**src/rtl/aud_tx_pkg.sv**
```systemverilog
package aud_tx_pkg;
    localparam int WORD_W   = 32;
    localparam int NARROW_W = 24;
    localparam int LEN_W    = $clog2(WORD_W) + 1;
    localparam int POS_W    = $clog2(WORD_W);

    typedef enum logic [1:0] {
        FMT_I2S    = 2'd0,
        FMT_LJ     = 2'd1,
        FMT_TDM    = 2'd2,
        FMT_TDM_LJ = 2'd3
    } frame_fmt_e;

    typedef enum logic [1:0] {
        SYNC_SLOT = 2'd0,
        SYNC_HALF = 2'd1,
        SYNC_BIT  = 2'd2,
        SYNC_ALT  = 2'd3
    } sync_w_e;

    // Sample length in bits for a length code
    function automatic logic [LEN_W-1:0] sample_bits(input logic [2:0] code);
        case (code)
            3'd0:       return LEN_W'(32);
            3'd1:       return LEN_W'(24);
            3'd2:       return LEN_W'(20);
            3'd3:       return LEN_W'(18);
            3'd4, 3'd5: return LEN_W'(16);
            default:    return LEN_W'(8);
        endcase
    endfunction

    // Slot width in bits; the narrow slot applies to two-channel framing only
    function automatic logic [LEN_W-1:0] slot_bits(input logic [1:0] fmt,
                                                   input logic [2:0] code,
                                                   input logic narrow);
        if (!fmt[1] && narrow && (code inside {3'd1, 3'd2, 3'd3}))
            return LEN_W'(NARROW_W);
        return LEN_W'(WORD_W);
    endfunction
endpackage

```
**src/rtl/aud_tx_timing.sv**
```systemverilog
module aud_tx_timing
    import aud_tx_pkg::*;
#(
    parameter int MAX_CH = 8,
    parameter int CH_W   = $clog2(MAX_CH)
) (
    input  logic              clk,
    input  logic              rst_n,
    input  logic              bit_en,
    input  logic [1:0]        fmt_i,
    input  logic [2:0]        len_i,
    input  logic              narrow_i,
    input  logic [CH_W-1:0]   nch_m1_i,
    input  logic [1:0]        sync_i,
    output logic [POS_W-1:0]  pos_o,
    output logic [CH_W-1:0]   slot_o,
    output logic              fsync_o
);
    localparam int IDX_W = CH_W + POS_W + 1;

    typedef struct packed {
        logic [POS_W-1:0] pos;
        logic [CH_W-1:0]  slot;
        logic             fsync;
    } tim_t;

    tim_t r_q, r_d;
    frame_fmt_e       fmt;
    sync_w_e          sync_w;
    logic [LEN_W-1:0] slot_len_m1_full;
    logic [POS_W-1:0] slot_len_m1;
    logic [CH_W-1:0]  last_slot;
    logic [CH_W:0]    nch;
    logic [IDX_W-1:0] frame_idx, half_len;
    logic             fs;

    assign fmt    = frame_fmt_e'(fmt_i);
    assign sync_w = sync_w_e'(sync_i);

    always_comb begin
        slot_len_m1_full = slot_bits(fmt_i, len_i, narrow_i) - LEN_W'(1);
        slot_len_m1      = slot_len_m1_full[POS_W-1:0];
        last_slot        = fmt_i[1] ? nch_m1_i : CH_W'(1);
        nch              = {1'b0, nch_m1_i} + {{CH_W{1'b0}}, 1'b1};
        frame_idx        = {1'b0, r_q.slot, r_q.pos};
        half_len         = {1'b0, nch, {(POS_W-1){1'b0}}};

        case (fmt)
            FMT_I2S: fs = (r_q.slot == CH_W'(1));
            FMT_LJ:  fs = (r_q.slot == '0);
            default: begin
                case (sync_w)
                    SYNC_HALF: fs = (frame_idx < half_len);
                    SYNC_BIT:  fs = (r_q.slot == '0) && (r_q.pos == '0);
                    default:   fs = (r_q.slot == '0);
                endcase
            end
        endcase

        r_d = r_q;
        if (bit_en) begin
            r_d.fsync = fs;
            if (r_q.pos >= slot_len_m1) begin
                r_d.pos  = '0;
                r_d.slot = (r_q.slot >= last_slot) ? '0 : r_q.slot + CH_W'(1);
            end else begin
                r_d.pos = r_q.pos + POS_W'(1);
            end
        end
    end

    always_ff @(posedge clk or negedge rst_n) begin
        if (!rst_n) r_q <= '0;
        else        r_q <= r_d;
    end

    assign pos_o   = r_q.pos;
    assign slot_o  = r_q.slot;
    assign fsync_o = r_q.fsync;


    pos_in_range_chk: assert property (@(posedge clk) disable iff (!rst_n)
        r_q.pos <= slot_len_m1);

    slot_in_range_chk: assert property (@(posedge clk) disable iff (!rst_n)
        r_q.slot <= last_slot);

    fsync_hold_chk: assert property (@(posedge clk) disable iff (!rst_n)
        !bit_en |=> $stable(fsync_o));
endmodule

```
**src/rtl/aud_tx_serializer.sv**
```systemverilog
module aud_tx_serializer
    import aud_tx_pkg::*;
#(
    parameter int CH_W = 3
) (
    input  logic              clk,
    input  logic              rst_n,
    input  logic              bit_en,
    input  logic [POS_W-1:0]  pos_i,
    input  logic [CH_W-1:0]   slot_i,
    input  logic [1:0]        fmt_i,
    input  logic [2:0]        len_i,
    input  logic              mono_i,
    input  logic              fill_prev_i,
    input  logic              s_valid_i,
    input  logic [WORD_W-1:0] s_data_i,
    output logic              s_ready_o,
    output logic              sdata_o,
    output logic              underrun_o
);
    typedef struct packed {
        logic [WORD_W-1:0] shreg;
        logic [WORD_W-1:0] sent;
        logic              prev_raw;
        logic              sdata;
        logic              unf;
    } ser_t;

    ser_t r_q, r_d;
    logic [LEN_W-1:0]  len, pad;
    logic [WORD_W-1:0] mask, word, aligned;
    logic              slot_start, need, delayed, raw;

    always_comb begin
        len        = sample_bits(len_i);
        pad        = LEN_W'(WORD_W) - len;
        mask       = (len == LEN_W'(WORD_W)) ? '1 : ((WORD_W'(1) << len) - WORD_W'(1));
        slot_start = (pos_i == '0);
        need       = slot_start && !(mono_i && slot_i[0]);
        delayed    = !fmt_i[0];
        s_ready_o  = bit_en && need;

        word = r_q.sent;
        if (need) begin
            if (s_valid_i)        word = s_data_i & mask;
            else if (!fill_prev_i) word = '0;
        end
        aligned = word << pad;

        r_d     = r_q;
        r_d.unf = 1'b0;
        raw     = r_q.shreg[WORD_W-1];
        if (bit_en) begin
            if (slot_start) begin
                raw       = aligned[WORD_W-1];
                r_d.shreg = aligned << 1;
                r_d.sent  = word;
                r_d.unf   = need && !s_valid_i;
            end else begin
                r_d.shreg = r_q.shreg << 1;
            end
            r_d.sdata    = delayed ? r_q.prev_raw : raw;
            r_d.prev_raw = raw;
        end
    end

    always_ff @(posedge clk or negedge rst_n) begin
        if (!rst_n) r_q <= '0;
        else        r_q <= r_d;
    end

    assign sdata_o    = r_q.sdata;
    assign underrun_o = r_q.unf;


    unf_single_chk: assert property (@(posedge clk) disable iff (!rst_n)
        underrun_o |=> !underrun_o);

    mono_skip_chk: assert property (@(posedge clk) disable iff (!rst_n)
        (mono_i && slot_i[0]) |-> !s_ready_o);

    ready_at_start_chk: assert property (@(posedge clk) disable iff (!rst_n)
        s_ready_o |-> (pos_i == '0));

    sdata_hold_chk: assert property (@(posedge clk) disable iff (!rst_n)
        !bit_en |=> ($stable(sdata_o) && !underrun_o));
endmodule

```
**src/rtl/aud_serial_tx.sv**
```systemverilog
module aud_serial_tx
    import aud_tx_pkg::*;
#(
    parameter int MAX_CH = 8
) (
    input  logic                       clk,
    input  logic                       rst_n,
    input  logic                       bit_en,
    input  logic [1:0]                 fmt_sel,
    input  logic [2:0]                 len_sel,
    input  logic                       narrow_slot,
    input  logic [$clog2(MAX_CH)-1:0]  tdm_ch_m1,
    input  logic [1:0]                 sync_sel,
    input  logic                       mono_en,
    input  logic                       fill_prev,
    input  logic                       s_valid,
    input  logic [WORD_W-1:0]          s_data,
    output logic                       s_ready,
    output logic                       sdata,
    output logic                       fsync,
    output logic                       underrun
);
    localparam int CH_W = $clog2(MAX_CH);

    logic [POS_W-1:0] pos;
    logic [CH_W-1:0]  slot;

    aud_tx_timing #(.MAX_CH(MAX_CH), .CH_W(CH_W)) u_timing (
        .clk      (clk),
        .rst_n    (rst_n),
        .bit_en   (bit_en),
        .fmt_i    (fmt_sel),
        .len_i    (len_sel),
        .narrow_i (narrow_slot),
        .nch_m1_i (tdm_ch_m1),
        .sync_i   (sync_sel),
        .pos_o    (pos),
        .slot_o   (slot),
        .fsync_o  (fsync)
    );

    aud_tx_serializer #(.CH_W(CH_W)) u_ser (
        .clk         (clk),
        .rst_n       (rst_n),
        .bit_en      (bit_en),
        .pos_i       (pos),
        .slot_i      (slot),
        .fmt_i       (fmt_sel),
        .len_i       (len_sel),
        .mono_i      (mono_en),
        .fill_prev_i (fill_prev),
        .s_valid_i   (s_valid),
        .s_data_i    (s_data),
        .s_ready_o   (s_ready),
        .sdata_o     (sdata),
        .underrun_o  (underrun)
    );
endmodule

```
**config.mk**
```make
export PLATFORM = sky130hd
export DESIGN_NAME = aud_serial_tx
export DESIGN_NICKNAME = d
export VERILOG_FILES = /design/src/rtl/aud_tx_pkg.sv /design/src/rtl/aud_tx_timing.sv /design/src/rtl/aud_tx_serializer.sv /design/src/rtl/aud_serial_tx.sv
export SDC_FILE = /design/constraint.sdc
export NUM_CORES = 1
export LEC_CHECK = 0
export CAP_MARGIN = 20
export CORE_MARGIN = 3
export CORE_UTILIZATION = 40
export CTS_CLUSTER_SIZE = 20
export DETAILED_ROUTE_END_ITERATION = 7
export DONT_BUFFER_PORTS = 1
export PLACE_DENSITY = 0.67
export SYNTH_ARGS = -nofsm -noshare
export SYNTH_HDL_FRONTEND = slang
export SYNTH_SLANG_ARGS = --single-unit
```
**constraint.sdc**
```tcl
create_clock -name clk -period 3 [get_ports clk]
set_clock_uncertainty 0.2 [all_clocks]
set_input_delay 0 -clock clk [delete_from_list [all_inputs] [get_ports clk]]
set_output_delay 0 -clock clk [all_outputs]
set_load 0.1 [all_outputs]
```
# [Word-level counts from Yosys, hierarchy flattened]
# Index checks and enable logic that the tools add are counted.
# W data, S select, Z words.
[word_totals] regBits=76 input_bits=49 elab_cells=66
[classes] n_addsub=6 magnitude_cmp=3 eq_ne=10 shifts=2 muxes=18 bitwise=1 n_reduce_logical=18
[op_table] cell="$mux W32" n=5
[op_table] cell="$and A32 B32 Y32" n=1
[op_table] cell="$shl A1 B6 Y32 const A" n=1
[op_table] cell="$shl A32 B6 Y32" n=1
[op_table] cell="$sub A32 B1 Y32 const B" n=1
[op_table] cell="$pmux W6 S5" n=1
[op_table] cell="$mux W5" n=3
[op_table] cell="$lt A8 B8 Y1" n=1
[op_table] cell="$logic_and A1 B1 Y1" n=7
[op_table] cell="$eq A3 B1 Y1 const B" n=2
[op_table] cell="$eq A3 B2 Y1 const B" n=2
[op_table] cell="$eq A3 B3 Y1 const B" n=2
[op_table] cell="$eq A6 B6 Y1 const B" n=1
[op_table] cell="$logic_not A3 Y1" n=2
[op_table] cell="$mux W3" n=2
[op_table] cell="$sub A6 B6 Y6 const A" n=1
[op_table] cell="$add A5 B1 Y5 const B" n=1
[op_table] cell="$ge A5 B5 Y1" n=1
[op_table] cell="$logic_not A5 Y1" n=1
[op_table] cell="$mux W1" n=5
[op_table] cell="$sub A5 B1 Y5 const B" n=1
[op_table] cell="$add A3 B1 Y4 const B" n=1
[op_table] cell="$eq A2 B1 Y1 const B" n=2
[op_table] cell="$pmux W1 S2" n=2
[op_table] cell="other kinds (8)" n=11

# [Longest topological paths before layout]
[depth] ltp_word=12 mapped_depth=14 depth_no_buf=12

# [Hierarchy]
# Synthesis repeated with hierarchy kept, for this count alone.
[hier_totals] cells_unflattened=736 hier_area_um2=6104.6
[modules_own_cells] mod="aud_tx_serializer" instances=1 cells_per_inst=651 area_per_inst_um2=5306.3
[modules_own_cells] mod="aud_tx_timing" instances=1 cells_per_inst=85 area_per_inst_um2=798.3

# [Worst setup path before layout]
# OpenSTA, ideal clock, no wires.
[synth_path] path_type="register to register" from="reg u_timing.r_q, in the netlist u_timing.pos_o[0]" to="reg u_ser.r_q[45] (netlist name)" setup_time_ns=0.137 arrival_ns=2.838 t_required_ns=2.663 path_slack_ns=-0.175 stages_incl_launch_ff=11 n_path_buf=1 cell_sequence="dfrtp_1 -> inv_1 -> ha_1 -> or4b_4 -> or3_4 -> buf_6 -> a22o_1 -> mux4_2 -> mux2_2 -> a22oi_2 -> a21oi_1"
[synth_between] elab_chain_len=5
[synth_lines] item="start, declared" line="aud_tx_timing.sv:27" rtl="tim_t r_q, r_d;"
[synth_lines] item="start signal, assigned" line="aud_tx_timing.sv:74" rtl="else r_q <= r_d;"
[synth_lines] item="$logic_not A5 Y1 (*)" line="aud_tx_serializer.sv:38" rtl="slot_start = (pos_i == '0);"
[synth_lines] item="$logic_and A1 B1 Y1" line="aud_tx_serializer.sv:39" rtl="need = slot_start && !(mono_i && slot_i[0]);"
[synth_lines] item="$mux W32" line="aud_tx_serializer.sv:44" rtl="if (need) begin"
[synth_lines] item="$shl A32 B6 Y32" line="aud_tx_serializer.sv:48" rtl="aligned = word << pad;"
[synth_lines] item="$mux W32 (*)" line="aud_tx_serializer.sv:54" rtl="if (slot_start) begin"
[synth_lines] item="end signal, assigned" line="aud_tx_serializer.sv:69" rtl="else r_q <= r_d;"
[synth_lines] item="end, declared" line="aud_tx_serializer.sv:29" rtl="ser_t r_q, r_d;"
# Mark *: on every way between the ends. The rest lies on a longest branch, timed or not.
# A chain may end at the register's enable or synchronous reset.

# [Worst setup path in the final report]
[layout_path] from="reg u_timing.r_q, in the netlist u_timing.pos_o[1]" to="reg u_ser.r_q[49] (netlist name)"
# Same word-level chain as after synthesis.

==> flow_summary.toml <==
[worst_hold_path]
min_path_type = "input pin to async pin"

[synthesis]
synth.most_common_cell = "nand2_1"
syn_avg_cell_area_um2 = 8.27
yosysWarnings = 0
yosysSeqAreaShare_pct = 32.8
synth_ff_type = "dfrtp_1"
mappedNetlistArea_um2 = 5720
synthTopCellsByArea = "dfrtp_1 (33%), nand2_1 (7.7%), ha_1 (5.7%)"
ys_seq_elements = 75
synthCells = 691
synth_common_cells = "nand2_1 (117), dfrtp_1 (75), nor2_1 (56)"
synthDistinctLibCells = 68
synth_edf_count = 0
synthArstFlopShare_pct = 100
yosysTopAreaCellShare_pct = 32.8
synth_largest_area_cell = "dfrtp_1"
synth_nets = 766

[sta]
worst_pin_slew_ns = 0.876
post-route-min-period_ns = 3.26
whs_ns = 0.000613
period_share_pct = 109
max_freq_mhz = 307
rsz0062_at_grt = "yes"
layout_setup_ws_ns = -0.260
slew_violations = 0
max_slew_margin_pct = 41.6
hold_violations = 0
setup_viol = 29

[clocking]
clk_pin_slew_ns = 0.06
clock_sinks = 75
cts-htree-levels = 3
root_buffer = "clkbuf_16"
cts_buffers = 9
clock_latency_ns = 0.35
cts_tree = "yes"
clock_path_buffers = 2

[layout]
post-route-util_pct = 58.4
drive_gt1_share_pct = 24.6
multi_input_area_um2 = 3920
regArea_um2 = 1880
antenna_cells = 0
nNetsFinal = 916
area_growth_pct = 42.3
finalInstanceArea_um2 = 8130
n_fill_cell = 1171

[critical_path]
endpoint = "u_ser.r_q[49]"
end_kind = "register"
cp.buffers_inverters = 2
cpPeakStageDelay_ns = 0.52
cp-start-kind = "register"
cp_max_fo = 19
slowest_stage = "mux4_2"
rr_startpoint = "u_timing.pos_o[1]"
reg2regPathDepth = 10
regToRegEndpoint = "u_ser.r_q[49]"
worst-path-stages = 10
cp_top_family = "simple AND/OR/NAND/NOR gates"
crit_chain = "inv_2 > ha_4 > or4b_4 > or3_4 > buf_12 > a22o_1 > mux4_2 > mux2i_2 > a2bb2oi_1 > a21oi_1"
rrSetupSlack_ns = -0.26
path_class = "register to register"
worstPathRequired_ns = 3.03
crit_arrival_ns = 3.29
startpoint = "u_timing.pos_o[1]"

[pwr]
swShare_pct = 39.1
internal-power_w = 0.00354
peakVddDrop_mv = 0.410
clkPwrFrac_pct = 19.0
power.share.sequential_pct = 28.0
p_leak_nw = 3.50
p_per_area_nw_per_um2 = 714
power_w = 0.00581
power_frac_comb_pct = 53.1
p_sw_w = 0.00227

[placed_design]
place_area_um2 = 6550
place_congestion = 0.974
port_buffers = 0
hpwlAfterDp_um = 14100

[drt]
drt-initial-drc-count = 575
wl_per_cell_um = 20.5
antenna_left = 0
vias = 6378
routed_wl_um = 21000
drtPass1Iterations = 5
drc = 0
routed_via_density = 6.22

[floorplan]
die_w_um = 126
die_h_um = 126
core-area_um2 = 13900
die-area_um2 = 15800
start_util_pct = 41.0
rows = 43
ios = 53

[global_routing]
grt_max_degree = 76
antenna_found_initial = 0
grt_pass1_wl_um = 33200
track_usage_pct = 26.4
grt_pass1_vias = 6244
grt_overflow = 0

[run_status]
status = "complete, but fails checks"
failed_checks = "negative setup slack"

[run]
drv_cap = 0
[worst min path at each step]
stage | end | cells past startpoint
after floorplan | u_ser.r_q[10] | 0
after global placement | u_timing.slot_o[2] | 0
after detailed placement | u_timing.slot_o[2] | 0
after CTS | u_ser.underrun_o | 2
after global routing | u_timing.pos_o[4] | 2
final | u_timing.pos_o[4] | 2
[cell usage in the layout, fill, tap and decap left out, drive strengths merged, types with 3 or more instances in the layout]
cell and count:
a211oi 5, a21boi 3, a21o 8, a21oi 42, a221o 5, a221oi 13
a22o 18, a22oi 14, a31oi 9, a32o 11, a32oi 4, and2 9
and3 3, buf 109, clkbuf 12, dfrtp 75, dlygate4sd3 83, ha 26
inv 19, mux2i 24, mux4 8, nand2 117, nand2b 8, nand3 16
nand4 6, nor2 56, nor2b 4, nor3 12, o2111ai 5, o211ai 10
o21ai 40, o21bai 3, o221ai 6, o22ai 10, o31ai 8, or3 3
[metrics by stage]
stage	cells	setup slack, ns	TNS, ns
after global routing	1026	-0.311	-5.64
after CTS	1022	-0.185	-1.66
after detailed placement	916	-0.238	-2.83
after floorplan	691	-0.0224	-0.0224
after global placement	916	-0.168	-1.63
final	1026	-0.260	-3.35
[cell type report]
cell class	count	share of cell area, %
multi-input cells	544	48.2
clock buffers	12	3.03
inverters	19	0.877
repair buffers	192	21.4
flip-flops and latches	75	23.1
clock inverters	4	0.615
well taps	180	2.77
[state kept, by name (all words and copies together), names as in the netlist]
register and count:
u_ser.r_q 64, u_ser.sdata_o 1, u_ser.underrun_o 1, u_timing.fsync_o 1, u_timing.slot_o 3, u_timing.pos_o 5
[layer usage]
metal  vias up  global-route usage (%)  part of all wire [%]  wire (um)
li1       2881                       -                     -          -
met1      3069                    34.1                    41       8640
met2       358                    42.6                    46       9740
met3        70                    5.98                   8.4       1760
met4         0                    11.2                   4.0        836
met5         -                       0                     0          0
[timing repair]
action / in CTS / in global routing
hold buffers: 86 / 1
endpoints found under the setup margin: 28 / 35
gates cloned: 0 / 0
resized for setup: 35 / 44
hold endpoints to repair: 148 / 2
pin swaps: 10 / 15
buffers inserted: 4 / 4
[cells by family (layout without fill, tap and decap cells)]
group | count (synthesis) | in the layout | synth area share [%]
adders and majority gates | 26 | 26 | 5.69
and+or+nand+nor | 251 | 251 | 20.0
buffers and inverters | 72 | 227 | 4.92
muxes | 34 | 34 | 7.75
xor gates and xnor gates | 3 | 3 | 0.460
other | 1 | 1 | 0.0656
DFF | 75 | 75 | 32.8
AOI/OAI and AO/OA | 229 | 229 | 28.3
[power groups by stage]
stage                     registers, W  logic [W]  clock network (W)
final                          0.00163    0.00308            0.00110
after global routing           0.00167    0.00331            0.00117
after CTS                      0.00161    0.00284            0.00112
after detailed placement       0.00161    0.00237                  0
after global placement         0.00160    0.00233                  0
after floorplan                0.00163    0.00141                  0
Power figures use the tool's default switching activity.
